==> src/rtl/perf_counter_pkg.sv <==
package perf_counter_pkg;
  localparam int NUM_CNT = 4;
  localparam int IDX_W   = 2;

  typedef enum logic [IDX_W-1:0] {
    CNT_CYCLE  = 2'd0,
    CNT_RETIRE = 2'd1,
    CNT_BRANCH = 2'd2,
    CNT_PREDOK = 2'd3
  } cnt_idx_e;

  localparam logic [31:0] ADDR_CYCLE  = 32'h8000_0010;
  localparam logic [31:0] ADDR_RETIRE = 32'h8000_0014;
  localparam logic [31:0] ADDR_CLEAR  = 32'h8000_0018;
  localparam logic [31:0] ADDR_BRANCH = 32'h8000_001C;
  localparam logic [31:0] ADDR_PREDOK = 32'h8000_0020;

  function automatic logic [31:0] addr_of(input int idx);
    case (idx)
      0:       return ADDR_CYCLE;
      1:       return ADDR_RETIRE;
      2:       return ADDR_BRANCH;
      default: return ADDR_PREDOK;
    endcase
  endfunction
endpackage

==> src/rtl/perf_counter_cell.sv <==
module perf_counter_cell #(
  parameter int CNT_W = 32
) (
  input  logic             clk,
  input  logic             rst_n,
  input  logic             clr,
  input  logic             inc,
  output logic [CNT_W-1:0] q
);
  localparam logic [CNT_W-1:0] ONE = CNT_W'(1);

  always_ff @(posedge clk) begin
    if (!rst_n || clr) q <= '0;
    else if (inc)      q <= q + ONE;
  end

  p_clear_wins_r8: assert property (@(posedge clk) disable iff (!rst_n)
    clr |=> (q == '0));
  p_hold_idle_r5: assert property (@(posedge clk) disable iff (!rst_n)
    (!clr && !inc) |=> $stable(q));
  p_wrap_zero_r10: assert property (@(posedge clk) disable iff (!rst_n)
    (!clr && inc && (&q)) |=> (q == '0));
  p_step_one_r2: assert property (@(posedge clk) disable iff (!rst_n)
    (!clr && inc && !(&q)) |=> (q == $past(q) + ONE));
endmodule

==> src/rtl/perf_counter_decode.sv <==
module perf_counter_decode
  import perf_counter_pkg::*;
#(
  parameter int ADDR_W = 32
) (
  input  logic [ADDR_W-1:0]  addr,
  output logic [NUM_CNT-1:0] rd_sel,
  output logic               clr_hit
);
  for (genvar g = 0; g < NUM_CNT; g++) begin : g_sel
    assign rd_sel[g] = (addr == ADDR_W'(addr_of(g)));
  end
  assign clr_hit = (addr == ADDR_W'(ADDR_CLEAR));

  always_comb begin
    p_sel_onehot_r6: assert ($onehot0({rd_sel, clr_hit}));
  end
endmodule

==> src/rtl/perf_counter_resp.sv <==
module perf_counter_resp #(
  parameter int DATA_W = 32
) (
  input  logic              clk,
  input  logic              rst_n,
  input  logic              load,
  input  logic [DATA_W-1:0] load_data,
  input  logic              rsp_ready,
  output logic              rsp_valid,
  output logic [DATA_W-1:0] rsp_data
);
  always_ff @(posedge clk) begin
    if (!rst_n) begin
      rsp_valid <= 1'b0;
      rsp_data  <= '0;
    end else if (load) begin
      rsp_valid <= 1'b1;
      rsp_data  <= load_data;
    end else if (rsp_ready) begin
      rsp_valid <= 1'b0;
    end
  end

  p_rsp_hold_r9: assert property (@(posedge clk) disable iff (!rst_n)
    (rsp_valid && !rsp_ready) |=> (rsp_valid && $stable(rsp_data)));
  p_rsp_latency_r6: assert property (@(posedge clk) disable iff (!rst_n)
    load |=> rsp_valid);
endmodule

==> src/rtl/perf_counter_unit.sv <==
module perf_counter_unit
  import perf_counter_pkg::*;
#(
  parameter int ADDR_W = 32,
  parameter int DATA_W = 32,
  parameter int CNT_W  = 32
) (
  input  logic              clk,
  input  logic              rst_n,
  input  logic              ev_retire,
  input  logic              ev_branch,
  input  logic              ev_pred_ok,
  input  logic              req_valid,
  output logic              req_ready,
  input  logic              req_write,
  input  logic [ADDR_W-1:0] req_addr,
  input  logic [DATA_W-1:0] req_wdata,
  output logic              rsp_valid,
  input  logic              rsp_ready,
  output logic [DATA_W-1:0] rsp_data
);
  logic               accept;
  logic               do_load;
  logic               do_clear;
  logic [NUM_CNT-1:0] rd_sel;
  logic               clr_hit;
  logic [NUM_CNT-1:0] inc_vec;
  logic [CNT_W-1:0]   cnt_q [NUM_CNT];
  logic [DATA_W-1:0]  rd_data;

  assign req_ready = !rsp_valid || rsp_ready;
  assign accept    = req_valid && req_ready;
  assign do_load   = accept && !req_write;
  assign do_clear  = accept && req_write && clr_hit;

  assign inc_vec[CNT_CYCLE]  = 1'b1;
  assign inc_vec[CNT_RETIRE] = ev_retire;
  assign inc_vec[CNT_BRANCH] = ev_branch;
  assign inc_vec[CNT_PREDOK] = ev_branch && ev_pred_ok;

  perf_counter_decode #(.ADDR_W(ADDR_W)) u_dec (
    .addr    (req_addr),
    .rd_sel  (rd_sel),
    .clr_hit (clr_hit)
  );

  for (genvar g = 0; g < NUM_CNT; g++) begin : g_cnt
    perf_counter_cell #(.CNT_W(CNT_W)) u_cell (
      .clk   (clk),
      .rst_n (rst_n),
      .clr   (do_clear),
      .inc   (inc_vec[g]),
      .q     (cnt_q[g])
    );
  end

  always_comb begin
    rd_data = '0;
    for (int i = 0; i < NUM_CNT; i++) begin
      if (rd_sel[i]) rd_data[CNT_W-1:0] = cnt_q[i];
    end
  end

  perf_counter_resp #(.DATA_W(DATA_W)) u_resp (
    .clk       (clk),
    .rst_n     (rst_n),
    .load      (do_load),
    .load_data (rd_data),
    .rsp_ready (rsp_ready),
    .rsp_valid (rsp_valid),
    .rsp_data  (rsp_data)
  );

  p_stall_blocks_r9: assert property (@(posedge clk) disable iff (!rst_n)
    (rsp_valid && !rsp_ready) |-> !req_ready);
  p_pred_needs_branch_r5: assert property (@(posedge clk) disable iff (!rst_n)
    (!ev_branch && !do_clear) |=> $stable(cnt_q[CNT_PREDOK]));
  p_clear_any_data_r8: assert property (@(posedge clk) disable iff (!rst_n)
    (do_clear && (req_wdata != '0)) |=> (cnt_q[CNT_CYCLE] == '0));
  p_store_no_rsp_r8: assert property (@(posedge clk) disable iff (!rst_n)
    (accept && req_write && !rsp_valid) |=> !rsp_valid);
endmodule

==> config.mk <==
export PLATFORM = sky130hd
export DESIGN_NAME = perf_counter_unit
export DESIGN_NICKNAME = d
export VERILOG_FILES = /design/src/rtl/perf_counter_pkg.sv /design/src/rtl/perf_counter_cell.sv /design/src/rtl/perf_counter_decode.sv /design/src/rtl/perf_counter_resp.sv /design/src/rtl/perf_counter_unit.sv
export SDC_FILE = /design/constraint.sdc
export NUM_CORES = 1
export LEC_CHECK = 0
export BUFFER_PORTS_ARGS = -buffer_cell sky130_fd_sc_hd__buf_2
export CAP_MARGIN = 20
export CORE_ASPECT_RATIO = 1.25
export CORE_MARGIN = 2
export CORE_UTILIZATION = 39
export CTS_CLUSTER_DIAMETER = 100
export CTS_CLUSTER_SIZE = 16
export DETAILED_ROUTE_END_ITERATION = 8
export HOLD_SLACK_MARGIN = 0.08
export PLACE_DENSITY = 0.68
export SYNTH_ARGS = -nofsm -noshare
export SYNTH_HDL_FRONTEND = slang
export SYNTH_HIERARCHICAL = 1
export SYNTH_SLANG_ARGS = --single-unit
export TNS_END_PERCENT = 10
==> constraint.sdc <==
create_clock -name clk -period 3.3 [get_ports clk]
set_input_delay 0.66 -clock clk [delete_from_list [all_inputs] [get_ports clk]]
set_output_delay 0.66 -clock clk [all_outputs]
set_load 0.05 [all_outputs]
==> results_tabular.tex <==
\begin{tabular}{lr}
\hline
Metric & Value \\
\hline
\multicolumn{2}{l}{\textbf{Status}} \\
Result of the run & finished clean \\
\multicolumn{2}{l}{\textbf{Floorplan}} \\
Initial standard-cell utilization of the core & 39.7\% \\
Die span in y & 172 um \\
Core box area & 22300 um2 \\
Boundary pin count & 106 \\
Die X-Extent & 139 um \\
Row count & 61 \\
Die area & 23900 um2 \\
\multicolumn{2}{l}{\textbf{GRT}} \\
Number of global-route vias before repair & 6901 \\
GR Overflow Total & 0 \\
Pin count of the biggest net entering global routing & 35 \\
Initial antenna violation count & 0 \\
All-Layer GR Usage & 17.3\% \\
Global-route wire length before repair & 34100 um \\
\multicolumn{2}{l}{\textbf{Setup path}} \\
Required time reported for the critical path endpoint & 3.67 ns \\
WP depth & 10 \\
Critical path's largest stage delay & 0.45 ns \\
Critical path, cell by cell & buf\_2, nor4\_2, nand4\_2, nor4\_1, nor2b\_4, buf\_12, a22oi\_2, a21oi\_2, mux2i\_1, nor2b\_1 \\
Worst Setup Start Kind & input port \\
Number of buffer and inverter instances along the worst setup path & 2 \\
Start point of the critical path & req\_addr[20] \\
CP Max Fanout & 22 \\
Slack of the worst reg-to-reg path & 1.12 ns \\
Arrival time at the worst endpoint & 2.84 ns \\
Critical-path cell with the highest stage delay & sky130\_fd\_sc\_hd\_\_nor4\_1 \\
Critical path class & input port to flop \\
Worst setup path end & u\_resp/rsp\_data[21] \\
Endpoint of the worst register-to-register path & g\_cnt[1].u\_cell/q[22] \\
CP top delay family & simple AND/OR/NAND/NOR gates \\
Worst reg-to-reg path cell count & 5 \\
R2r startpoint & g\_cnt[1].u\_cell/q[0] \\
Endpoint kind of the worst setup timing path & flop \\
\multicolumn{2}{l}{\textbf{Clock network}} \\
Cell at the root of the clock tree & sky130\_fd\_sc\_hd\_\_clkbuf\_16 \\
Number of buffers inserted for hold repair after clock tree synthesis & 0 \\
Buffers from clock root to sink, at most & 2 \\
Worst-path clk slew & 0.06 ns \\
CTS H-tree lvls & 4 \\
Number of buffers created by CTS & 17 \\
Post-cts repair resize count & 0 \\
Count of clock tree sinks & 161 \\
CTS tree & done \\
Buffers inserted during post-CTS setup optimization & 0 \\
Clock latency of the later-clocked register in the worst-skew pair & 0.43 ns \\
\multicolumn{2}{l}{\textbf{Finish}} \\
Share of layout cells above drive strength 1 & 20.8\% \\
Final layout net count & 1118 \\
Most common library cell in the layout ignoring fill and taps & sky130\_fd\_sc\_hd\_\_dfxtp\_1 \\
Top library cells by usage in the layout, fill and taps aside & sky130\_fd\_sc\_hd\_\_dfxtp\_1, sky130\_fd\_sc\_hd\_\_nand2\_1, sky130\_fd\_sc\_hd\_\_buf\_2 \\
Area Overhead vs Synth & 13.3\% \\
Number of antenna diodes & 0 \\
\# fillers & 2174 \\
Core Util, Final & 44.9\% \\
Final cell count without fillers & 1337 \\
\multicolumn{2}{l}{\textbf{Pwr}} \\
Internal Power & 3.16 mW \\
Switching Share & 22.7\% \\
Fraction of power consumed by combinational cells & 4.0\% \\
Part of the power in registers & 48.2\% \\
Switching power of the nets & 925 uW \\
Power density over cell area & 408 nW/um2 \\
Static leakage power & 3.14 nW \\
Maximum resistive drop on vdd & 411 uV \\
Share of total power in the clock network & 47.8\% \\
\multicolumn{2}{l}{\textbf{Drt}} \\
Mean number of vias per cell & 5.60 \\
Remaining antenna violation count & 0 \\
Wire per inst & 15.5 um \\
Number of detailed-route iterations in the first pass & 5 \\
Wirelength, routed & 20700 um \\
Starting DRC count in detailed routing & 436 \\
Detailed-route DRC error count & 0 \\
Total via count in the routed design & 7484 \\
\multicolumn{2}{l}{\textbf{Logic synthesis}} \\
Flip-flop and latch count after synthesis & 161 \\
Number of synthesized flops with an enable pin & 0 \\
Synth Cell Area & 8840 um2 \\
Prevailing post-synth register cell & sky130\_fd\_sc\_hd\_\_dfxtp\_1 \\
Count of mapped cells out of synthesis & 990 \\
Synth Net Count & 1066 \\
Yosys cell types & 48 \\
Average size of a mapped cell & 8.93 um2 \\
Yosys warns & 6 \\
Async set or reset register ratio after synthesis & 0\% \\
Share of synthesized area occupied by flip-flops and latches & 36.5\% \\
\multicolumn{2}{l}{\textbf{STA}} \\
Share of the cycle needed by the critical path after routing & 74.8\% \\
Total negative slack & 0 ns \\
Maximum operating frequency & 0.405 GHz \\
RSZ-0062 raised after global routing & no \\
Final Slew Violations & 0 \\
Fin. Hold Viols & 0 \\
Final clock skew & 0.00729 ns \\
Count of endpoints failing setup in the final report & 0 \\
Min Clock Period, post-route & 2.47 ns \\
Tightest Pin Transition & 0.579 ns \\
Headroom to the max-slew limit & 61.3\% \\
\multicolumn{2}{l}{\textbf{Placed design}} \\
\# placed instances & 1306 \\
Sum of net half-perimeters after detailed placement & 14900 um \\
Count of input and output buffers & 73 \\
Routability congestion estimate from global placement & 0.828 \\
\multicolumn{2}{l}{\textbf{Flow run}} \\
Max-cap violation count & 0 \\
\multicolumn{2}{l}{\textbf{Worst hold path}} \\
Path category of the worst min-delay check & flop to flop \\
\hline
\end{tabular}
worst register-to-register path: stages, from the launching register on:
cell                      delay, ns
sky130_fd_sc_hd__dfxtp_1       0.43
sky130_fd_sc_hd__ha_1          0.23
sky130_fd_sc_hd__nand3_1       0.14
sky130_fd_sc_hd__or3_1         0.58
sky130_fd_sc_hd__or4_1         0.58
sky130_fd_sc_hd__a21oi_1       0.16
final cells by class:
cell class / instances / area [um2] / share of cell area, %
multi-input combinational: 753 / 5200 / 51.9
timing repair buffer: 92 / 596 / 5.95
inverter: 17 / 63.8 / 0.637
sequential: 161 / 3220 / 32.2
tap: 283 / 354 / 3.54
clock inverter: 12 / 136 / 1.36
clock buffer: 19 / 443 / 4.42
power groups by stage:
| stage | clock network [mW] | registers, mW | logic, mW |
|---|---|---|---|
| 2_1_floorplan | 0 | 2.01 | 0.107 |
| 3_3_place_gp | 0 | 2.01 | 0.158 |
| 3_5_place_dp | 0 | 2.01 | 0.163 |
| 4_1_cts | 1.98 | 1.97 | 0.164 |
| 5_1_grt | 2.07 | 1.97 | 0.181 |
| 6_report | 1.95 | 1.97 | 0.163 |
flip-flops by register name, indices dropped and copies added (netlist names):
name / flops
u_resp/rsp_data: 32
u_resp/rsp_valid: 1
g_cnt.u_cell/q: 128
metal layers:
layer / global-route usage [%] / up-vias / share of wire [%]
li1: - / 3732 / -
met1: 21.2 / 3590 / 45
met2: 30.8 / 128 / 50
met3: 2.69 / 34 / 2.9
met4: 6.81 / 0 / 2.3
met5: 0 / - / 0
cell usage after synthesis (all sizes together), types with 20 or more instances:
master / number / area, um2
dfxtp: 161 / 3220
nand2: 102 / 383
or4: 36 / 285
xor2: 20 / 175
nor2b: 38 / 245
a22oi: 30 / 295
o31ai: 32 / 240
xnor2: 20 / 175
o22ai: 31 / 194
a21oi: 82 / 516
clkbuf: 28 / 109
nand3: 49 / 265
or3: 20 / 125
nand2b: 38 / 245
nor2: 50 / 190
nor4: 50 / 515
mux2i: 68 / 681
buf: 31 / 267
per-stage QoR:
step | hold slack, ns | power (mW) | worst slack (ns) | cell area [um2]
floorplan | 0.442 | 2.12 | 0.759 | 8840
global placement | 0.455 | 2.17 | 0.394 | 9410
detailed placement | 0.459 | 2.17 | 0.395 | 9430
CTS | 0.468 | 4.11 | 0.827 | 10000
global route | 0.503 | 4.22 | 0.634 | 10000
finish | 0.466 | 4.08 | 0.833 | 10000
how the worst min path moves through the flow:
stage	startpoint	end	cells past startpoint
CTS	g_cnt[0].u_cell/q[31]	g_cnt[0].u_cell/q[31]	2
floorplan	g_cnt[0].u_cell/q[31]	g_cnt[0].u_cell/q[31]	2
global route	g_cnt[0].u_cell/q[31]	g_cnt[0].u_cell/q[31]	2
finish	g_cnt[0].u_cell/q[31]	g_cnt[0].u_cell/q[31]	2
detailed placement	g_cnt[0].u_cell/q[31]	g_cnt[0].u_cell/q[31]	2
global placement	g_cnt[1].u_cell/q[31]	g_cnt[1].u_cell/q[31]	2
cell families (layout without fill, tap and decap cells):
| logic type | count (synthesis) | count (layout) | synth area share (%) |
|---|---|---|---|
| and+or+nand+nor | 445 | 445 | 31.0 |
| AOI/OAI and AO/OA | 195 | 195 | 15.3 |
| DFF | 161 | 161 | 36.5 |
| buffers and inverters | 76 | 140 | 4.97 |
| muxes | 68 | 68 | 7.70 |
| xor gates and xnor gates | 40 | 40 | 3.96 |
| adders and majority gates | 4 | 4 | 0.566 |
| other | 1 | 1 | 0.0424 |
Note: power is estimated with default switching activity, not from simulation.
